==> config.mk <==
export PLATFORM = sky130hd
export DESIGN_NAME = pwm24_timer
export DESIGN_NICKNAME = d
export VERILOG_FILES = /design/src/rtl/pwm24_pkg.sv /design/src/rtl/pwm24_regs.sv /design/src/rtl/pwm24_counter.sv /design/src/rtl/pwm24_evt.sv /design/src/rtl/pwm24_timer.sv
export SDC_FILE = /design/constraint.sdc
export NUM_CORES = 1
export LEC_CHECK = 0
export CAP_MARGIN = 20
export CORE_ASPECT_RATIO = 1.4
export CORE_MARGIN = 2
export CORE_UTILIZATION = 51
export DETAILED_ROUTE_END_ITERATION = 12
export PLACE_DENSITY_LB_ADDON = 0.25
export SYNTH_ARGS = -nofsm -noshare
export SYNTH_HDL_FRONTEND = slang
export SYNTH_SLANG_ARGS = --single-unit
==> constraint.sdc <==
create_clock -name clk -period 6.3 [get_ports clk]
set_input_delay 1.26 -clock clk [delete_from_list [all_inputs] [get_ports clk]]
set_output_delay 1.26 -clock clk [all_outputs]
set_load 0.05 [all_outputs]
==> src/rtl/pwm24_pkg.sv <==
package pwm24_pkg;
  localparam int REG_AW = 3;
  localparam int DW     = 16;
  localparam int LO_W   = 16;
  localparam int PRE_W  = 8;
  localparam int CNT_W  = LO_W + PRE_W;
  localparam int MODE_W = 4;
  localparam int IE_BIT = 9;

  localparam logic [1:0] MODE_PERIODIC = 2'd2;

  typedef enum logic [REG_AW-1:0] {
    A_MODE   = 3'd0,
    A_CTRL   = 3'd1,
    A_LOAD   = 3'd2,
    A_MATCH  = 3'd3,
    A_PRE    = 3'd4,
    A_PMATCH = 3'd5,
    A_MASK   = 3'd6,
    A_STAT   = 3'd7
  } reg_addr_e;

  typedef enum logic [1:0] {
    EV_POS  = 2'd0,
    EV_NEG  = 2'd1,
    EV_NONE = 2'd2,
    EV_BOTH = 2'd3
  } evt_sel_e;

  typedef struct packed {
    logic [CNT_W-1:0] period;
    logic [CNT_W-1:0] match;
    logic             run;
    logic             invert;
    evt_sel_e         evt;
    logic             ie;
    logic             mask;
  } chan_cfg_t;
endpackage

==> src/rtl/pwm24_regs.sv <==
module pwm24_regs
  import pwm24_pkg::*;
#(
  parameter int CHANNEL = 0
) (
  input  logic              clk,
  input  logic              rst_n,
  input  logic              wr_en,
  input  logic [REG_AW-1:0] addr,
  input  logic [DW-1:0]     wdata,
  input  logic              stat,
  output logic [DW-1:0]     rdata,
  output chan_cfg_t         cfg,
  output logic              stat_clr
);
  // control-register layout picked by the channel index
  localparam int EN_BIT  = (CHANNEL == 0) ? 0 : 8;
  localparam int EVT_LSB = (CHANNEL == 0) ? 2 : 10;
  localparam int LVL_BIT = (CHANNEL == 0) ? 6 : 14;

  logic [MODE_W-1:0] mode_q;
  logic              ie_q;
  logic              en_q;
  logic              lvl_q;
  logic [1:0]        evt_q;
  logic [LO_W-1:0]   load_q;
  logic [LO_W-1:0]   match_q;
  logic [PRE_W-1:0]  pre_q;
  logic [PRE_W-1:0]  pmatch_q;
  logic              mask_q;
  logic              mode_ok;
  logic [DW-1:0]     ctrl_rd;
  reg_addr_e         a;

  assign a = reg_addr_e'(addr);

  always_ff @(posedge clk) begin
    if (!rst_n) begin
      mode_q   <= '0;
      ie_q     <= 1'b0;
      en_q     <= 1'b0;
      lvl_q    <= 1'b0;
      evt_q    <= '0;
      load_q   <= '0;
      match_q  <= '0;
      pre_q    <= '0;
      pmatch_q <= '0;
      mask_q   <= 1'b0;
    end else if (wr_en) begin
      case (a)
        A_MODE: begin
          if (!en_q) begin
            mode_q <= wdata[MODE_W-1:0];
            ie_q   <= wdata[IE_BIT];
          end
        end
        A_CTRL: begin
          en_q  <= wdata[EN_BIT];
          evt_q <= wdata[EVT_LSB +: 2];
          lvl_q <= wdata[LVL_BIT];
        end
        A_LOAD:   load_q   <= wdata[LO_W-1:0];
        A_MATCH:  match_q  <= wdata[LO_W-1:0];
        A_PRE:    pre_q    <= wdata[PRE_W-1:0];
        A_PMATCH: pmatch_q <= wdata[PRE_W-1:0];
        A_MASK:   mask_q   <= wdata[0];
        default: ;
      endcase
    end
  end

  assign mode_ok = mode_q[3] && !mode_q[2] && (mode_q[1:0] == MODE_PERIODIC);

  always_comb begin
    ctrl_rd             = '0;
    ctrl_rd[EN_BIT]     = en_q;
    ctrl_rd[EVT_LSB+:2] = evt_q;
    ctrl_rd[LVL_BIT]    = lvl_q;
  end

  always_comb begin
    rdata = '0;
    case (a)
      A_MODE: begin
        rdata[MODE_W-1:0] = mode_q;
        rdata[IE_BIT]     = ie_q;
      end
      A_CTRL:   rdata = ctrl_rd;
      A_LOAD:   rdata[LO_W-1:0]  = load_q;
      A_MATCH:  rdata[LO_W-1:0]  = match_q;
      A_PRE:    rdata[PRE_W-1:0] = pre_q;
      A_PMATCH: rdata[PRE_W-1:0] = pmatch_q;
      A_MASK:   rdata[0] = mask_q;
      A_STAT:   rdata[0] = stat;
      default:  rdata = '0;
    endcase
  end

  assign stat_clr   = wr_en && (a == A_STAT) && wdata[0];
  assign cfg.period = {pre_q, load_q};
  assign cfg.match  = {pmatch_q, match_q};
  assign cfg.run    = en_q && mode_ok;
  assign cfg.invert = lvl_q;
  assign cfg.evt    = evt_sel_e'(evt_q);
  assign cfg.ie     = ie_q;
  assign cfg.mask   = mask_q;


  mode_hold_chk: assert property (@(posedge clk) disable iff (!rst_n)
    (en_q && wr_en && a == A_MODE) |=> ($stable(mode_q) && $stable(ie_q)))
    else $error("mode register changed while enabled");

endmodule

==> src/rtl/pwm24_counter.sv <==
module pwm24_counter
  import pwm24_pkg::*;
(
  input  logic             clk,
  input  logic             rst_n,
  input  logic             run,
  input  logic [CNT_W-1:0] period,
  input  logic [CNT_W-1:0] match,
  output logic             raw
);
  logic [CNT_W-1:0] cnt_q;
  logic [CNT_W-1:0] cnt_nx;
  logic             reload;

  assign reload = (cnt_q == '0);
  assign cnt_nx = reload ? period : cnt_q - CNT_W'(1);

  always_ff @(posedge clk) begin
    if (!rst_n || !run) begin
      cnt_q <= '0;
      raw   <= 1'b0;
    end else begin
      cnt_q <= cnt_nx;
      if (reload)
        raw <= 1'b1;
      else if (cnt_nx == match)
        raw <= 1'b0;
    end
  end


  idle_chk: assert property (@(posedge clk) disable iff (!rst_n)
    !run |=> (cnt_q == '0 && !raw))
    else $error("counter moved while stopped");


  step_chk: assert property (@(posedge clk) disable iff (!rst_n)
    (run && cnt_q != '0) |=> (cnt_q == $past(cnt_q) - CNT_W'(1)))
    else $error("counter skipped a step");


  reload_chk: assert property (@(posedge clk) disable iff (!rst_n)
    (run && cnt_q == '0) |=> (raw && cnt_q == $past(period)))
    else $error("reload value or level wrong");


  low_chk: assert property (@(posedge clk) disable iff (!rst_n)
    (run && cnt_q != '0 && (cnt_q - CNT_W'(1)) == match) |=> !raw)
    else $error("waveform not low at threshold");

endmodule

==> src/rtl/pwm24_evt.sv <==
module pwm24_evt
  import pwm24_pkg::*;
(
  input  logic     clk,
  input  logic     rst_n,
  input  logic     run,
  input  logic     raw,
  input  evt_sel_e evt,
  input  logic     ie,
  input  logic     mask,
  input  logic     clr,
  output logic     stat,
  output logic     irq
);
  logic raw_d;
  logic rise;
  logic fall;
  logic hit;
  logic set;

  assign rise = raw && !raw_d;
  assign fall = !raw && raw_d;

  always_comb begin
    case (evt)
      EV_POS:  hit = rise;
      EV_NEG:  hit = fall;
      EV_BOTH: hit = rise || fall;
      default: hit = 1'b0;
    endcase
  end

  assign set = run && ie && hit;

  always_ff @(posedge clk) begin
    if (!rst_n) begin
      raw_d <= 1'b0;
      stat  <= 1'b0;
    end else begin
      raw_d <= raw;
      stat  <= set || (stat && !clr);
    end
  end

  assign irq = stat && mask;


  sticky_chk: assert property (@(posedge clk) disable iff (!rst_n)
    (stat && !clr) |=> stat)
    else $error("event flag dropped without clear");


  clear_chk: assert property (@(posedge clk) disable iff (!rst_n)
    (clr && !set) |=> !stat)
    else $error("event flag survived clear");


  noie_chk: assert property (@(posedge clk) disable iff (!rst_n)
    (!ie && !stat) |=> !stat)
    else $error("event flag set with interrupt enable off");


  none_chk: assert property (@(posedge clk) disable iff (!rst_n)
    (evt == EV_NONE && !stat) |=> !stat)
    else $error("event flag set by reserved code");

endmodule

==> src/rtl/pwm24_timer.sv <==
module pwm24_timer
  import pwm24_pkg::*;
#(
  parameter int CHANNEL = 0
) (
  input  logic        clk,
  input  logic        rst_n,
  input  logic        reg_wr,
  input  logic [2:0]  reg_addr,
  input  logic [15:0] reg_wdata,
  output logic [15:0] reg_rdata,
  output logic        pwm_out,
  output logic        irq
);
  chan_cfg_t cfg;
  logic      stat;
  logic      stat_clr;
  logic      raw;

  pwm24_regs #(.CHANNEL(CHANNEL)) u_regs (
    .clk      (clk),
    .rst_n    (rst_n),
    .wr_en    (reg_wr),
    .addr     (reg_addr),
    .wdata    (reg_wdata),
    .stat     (stat),
    .rdata    (reg_rdata),
    .cfg      (cfg),
    .stat_clr (stat_clr)
  );

  pwm24_counter u_cnt (
    .clk    (clk),
    .rst_n  (rst_n),
    .run    (cfg.run),
    .period (cfg.period),
    .match  (cfg.match),
    .raw    (raw)
  );

  pwm24_evt u_evt (
    .clk   (clk),
    .rst_n (rst_n),
    .run   (cfg.run),
    .raw   (raw),
    .evt   (cfg.evt),
    .ie    (cfg.ie),
    .mask  (cfg.mask),
    .clr   (stat_clr),
    .stat  (stat),
    .irq   (irq)
  );

  assign pwm_out = raw ^ cfg.invert;

endmodule

== After elaboration in Yosys (flattened, before gate mapping) ==
Index checks and enable logic that the tools add are counted.

* Mux-type cells: 10
* Eq/ne operators: 11
* Reductions and logical operators: 31
* Bitwise gates (word level): 2
* Add/sub/neg operators: 1

{| class="wikitable"
|+ Operators by type and width
! kind !! count
|-
| $eq A24 B24 Y1 || 1
|-
| $logic_not A24 Y1 || 1
|-
| $mux W24 || 1
|-
| $sub A24 B1 Y24 const B || 1
|-
| $pmux W4 S5 || 1
|-
| $pmux W3 S6 || 1
|-
| $eq A3 B3 Y1 const B || 4
|-
| $pmux W6 S2 || 1
|-
| $reduce_and A2 Y1 || 6
|-
| $logic_and A1 B1 Y1 || 11
|-
| $pmux W1 S8 || 1
|-
| $eq A3 B2 Y1 const B || 2
|-
| $logic_not A1 Y1 || 6
|-
| $pmux W1 S3 || 2
|-
| $eq A2 B2 Y1 const B || 2
|-
| $eq A3 B1 Y1 const B || 1
|-
| $logic_not A3 Y1 || 1
|-
| $logic_or A1 B1 Y1 || 3
|-
| $reduce_and A3 Y1 || 1
|-
| $eq A2 B1 Y1 const B || 1
|-
| $logic_not A2 Y1 || 1
|-
| $mux W1 || 2
|-
| $pmux W1 S2 || 1
|-
| $reduce_bool A2 Y1 || 1
|-
| 2 further kinds || 2
|}

* Flip-flop bits (word level): 85
* Logic and storage cells: 69

== Longest topological paths before layout ==
* Depth in word-level cells: 7
* Depth in mapped cells: 12
* Depth with buffers taken out: 10

== By module ==
From an unflattened synthesis, not the netlist that was laid out.

* Cells, all modules: 580
* Area, all modules: 4907.2 um^2

{| class="wikitable"
|+ By module, submodules not included
! module !! sequential area each (um^2) !! times used !! cells an instance !! area each (um^2)
|-
| pwm24_regs || 1161.1 || 1 || 337 || 2811.4
|-
| pwm24_counter || 500.5 || 1 || 227 || 1956.9
|-
| pwm24_evt || 40.0 || 1 || 15 || 130.1
|-
| pwm24_timer || 0.0 || 1 || 1 || 8.8
|}

== Worst setup path before layout ==
OpenSTA, ideal clock, no wires.

* Path kind: in2out
* From: input reg_addr[0]
* To: output reg_rdata[6]
* Stages on the path: 4
* Path buffers: 2
* Required time: 5.040 ns
* Arrival time: 3.212 ns
* Setup slack: 1.828 ns
* Cell sequence: clkbuf_1 -> clkbuf_1 -> mux2i_1 -> o21ai_0

* Longest elaborated chain between the ends: 2

{| class="wikitable"
|+ Ends and longest elaborated chain
! item !! line !! text
|-
| start, declared || pwm24_timer.sv:9 || <nowiki>input logic [2:0] reg_addr,</nowiki>
|-
| $eq A3 B3 Y1 (tied with other cells) || pwm24_regs.sv:83 || <nowiki>case (a)</nowiki>
|-
| $pmux W4 S5 * || pwm24_regs.sv:83 ||
|-
| end, declared || pwm24_timer.sv:11 || <nowiki>output logic [15:0] reg_rdata,</nowiki>
|}

Every way passes the cells marked *; elsewhere a longest branch is shown, timed or not.

== Final worst setup path ==
* From: input reg_addr[1]
* To: output reg_rdata[2]

* Longest elaborated chain between the ends: 2

{| class="wikitable"
|+ Ends and longest elaborated chain
! item !! line
|-
| $eq A3 B3 Y1 (tied with other cells) || pwm24_regs.sv:83
|-
| $pmux W3 S6 * || pwm24_regs.sv:83
|}

Marked as above.

==> results.cfg <==
[status]
status = completed

[setup_path]
crit_arrival_ps = 3920
worstSetupStartpointType = input port
crit_required_ps = 5040
path_cells = clkdlybuf4s50_1 -> nand2b_1 -> nor2_1 -> nand2_1 -> o221ai_1 -> clkdlybuf4s50_1
crit_start = reg_addr[1]
end_kind = output port
crit_slowest_cell = clkdlybuf4s50_1
cpMostUsedCell = clkdlybuf4s50_1
cp_max_fo = 16
reg2reg_from = u_cnt.cnt_q[0]
critPathMaxStageDelay_ps = 870
worstSetupPathType = input port to output port

[power]
p_leak_nw = 1.85
powerDensity_mw_per_mm2 = 214
peakVddDrop_mv = 0.142

[detailed_routing]
vias = 4084
drc = 0
drt_pass1_iterations = 5
drt-initial-drc-count = 322
via_per_inst = 5.95
drt-total-wl_um = 12800
post_drt_wl_per_cell_um = 18.7
ant_nets = 0

[floorplanning]
initial_core_util_pct = 51.9
die_y_um = 116
die_w_um = 84.3
ios = 40
die_area_mm2 = 0.00982
rows = 41
coreArea_mm2 = 0.00887

[grt]
grt_pass1_vias = 3821
antenna_found_initial = 0
grt_max_degree = 62
grt_pass1_wl_um = 20500
track_usage_pct = 26.9
gr-total-overflow = 0

[clock_tree]
cts_made_buffers = 9
postCtsSetupBuffers = 0
insertion_delay_ps = 340
ctsHoldBuffers = 0
clkSlewWorstSetupHoldPaths_ps = 60
cts_tree = done
htreeDepth = 3
clkSinkCount = 85
cts_resized = 0
cts_buffer_depth = 2
cts_root_buffer = clkbuf_16

[sta]
fin_setup_tns_ps = 0
finalSetupViolations = 0
hold_viol = 0
max-slew-margin-rel_pct = 33.8
fin_ws_ps = 1120
drv_slew = 0
worst_slew_pin_slew_ps = 991
fin_crit_ps = 5180
min_period_over_period_pct = 82.3
max_freq_mhz = 193
finClkSkew_ps = 7.65
rsz0062_at_grt = no

[synth]
synth_top_area_share_pct = 36.9
syn_area_per_cell_um2 = 8.39
postSynthRegisterBits = 85
async_reset_ff_share_pct = 0
yosys_warnings = 0
syn-num-nets = 575
synthesis.area_mm2 = 0.00461
synth_edf_count = 0
yosys.area.top_type = dfxtp_1
synth_ff_type = dfxtp_1
postSynthCellCount = 549
ys_seq_area_share_pct = 36.9
yosys.cell_types.count = 56
synthTopCellsByArea = dfxtp_1 (37%), nand2_1 (9.0%), mux2i_1 (8.0%), a21boi_0 (8.0%), xnor2_1 (3.8%)

[placed_design]
io_buffers = 39
placedInstanceArea_mm2 = 0.00504
pre_cts_slack_ps = 1160
globalplace.congestion = 0.915
dp_hpwl_um = 9340

[finish]
final_cell_area_mm2 = 0.00532
multiInputGateArea_mm2 = 0.00276
antenna_cells = 0
mostFrequentLayoutCells = nand2_1 (111), dfxtp_1 (85), a21boi_0 (49)
nFillCells = 822
nNetsFinal = 600
layout-drive-gt1-share_pct = 5.53
area_growth_pct = 15.5
final_common_cell = nand2_1
register_area_mm2 = 0.00170

[worst_hold_path]
min_path_type = flip-flop to flip-flop
hold_start = u_regs.pre_q[5]

[job]
maxCapViolations = 0
==> layer usage <==
| layer | vias to the layer above | GRT usage (%) | wire, um |
|---|---|---|---|
| met1 | 1959 | 34.3 | 5540 |
| met5 | - | 0 | 0 |
| met3 | 19 | 4.10 | 494 |
| met4 | 0 | 7.74 | 242 |
| met2 | 117 | 47.2 | 6570 |
| li1 | 1989 | - | - |
==> cell type report <==
class / count / share of cell area, %
clock buffers: 11 / 4.56
inverters: 6 / 0.423
flip-flops and latches: 85 / 32.0
well taps: 107 / 2.52
repair buffers: 43 / 8.04
multi-input cells: 429 / 51.8
clock inverters: 5 / 0.682
==> synthesized netlist by cell type, types with 4 or more instances <==
master	n
nand3_1	6
a211oi_1	10
ha_1	4
nor2_1	45
xnor2_1	20
nor2b_1	18
o31ai_1	5
or4_1	7
mux2_2	4
dfxtp_1	85
xor2_1	15
nor4_1	11
nand4_1	7
inv_1	6
nand2b_1	5
mux2i_1	37
a21oi_1	9
a21boi_0	49
clkbuf_1	25
or3_1	5
nor3_1	8
o22ai_1	7
nand2_1	111
==> worst max-delay path: cells and delay by family <==
kind	cells	cell delay [ps]
AO/OA/AOI/OAI	1	70
AND/OR/NAND/NOR	3	870
buffers and inverters	2	1720
==> through the flow <==
step	utilization [%]	total power, mW	hold slack, ps	instances
2_1_floorplan	-	0.615	451	549
3_3_place_gp	56.6	0.653	468	668
3_5_place_dp	56.8	0.655	470	670
4_1_cts	60.0	1.14	485	686
5_1_grt	60.0	1.17	512	686
6_report	60.0	1.14	487	686
==> worst paths after layout <==
kind / slack, ps / endpoint / cells past startpoint
max: 1120 / reg_rdata[2] / 6
min: 490 / u_regs.pre_q[5] / 2
max reg2reg: 2670 / u_cnt.raw / 10
min reg2reg: 490 / u_regs.pre_q[5] / 2
==> cell families after synthesis <==
family,Yosys count,share of synthesized area [%]
buf+inv,35,3.20
compound gates,106,16.8
flops,85,36.9
xor+xnor,35,6.65
mux,44,10.5
simple gates,240,24.8
fa+ha+maj,4,1.09
==> registers in the layout, indices dropped and copies added, names as in the netlist, 2 cells and up <==
register / cells
u_regs.mode_q: 4
u_regs.pmatch_q: 8
u_regs.load_q: 16
u_regs.match_q: 16
u_cnt.cnt_q: 24
u_regs.pre_q: 8
u_regs.evt_q: 2
==> where the power goes <==
| group | switching (mW) | internal (mW) |
|---|---|---|
| Clock | 0.218 | 0.278 |
| Sequential | 0.00858 | 0.545 |
| Combinational | 0.0506 | 0.0390 |
Note: power is estimated with default switching activity, not from simulation.
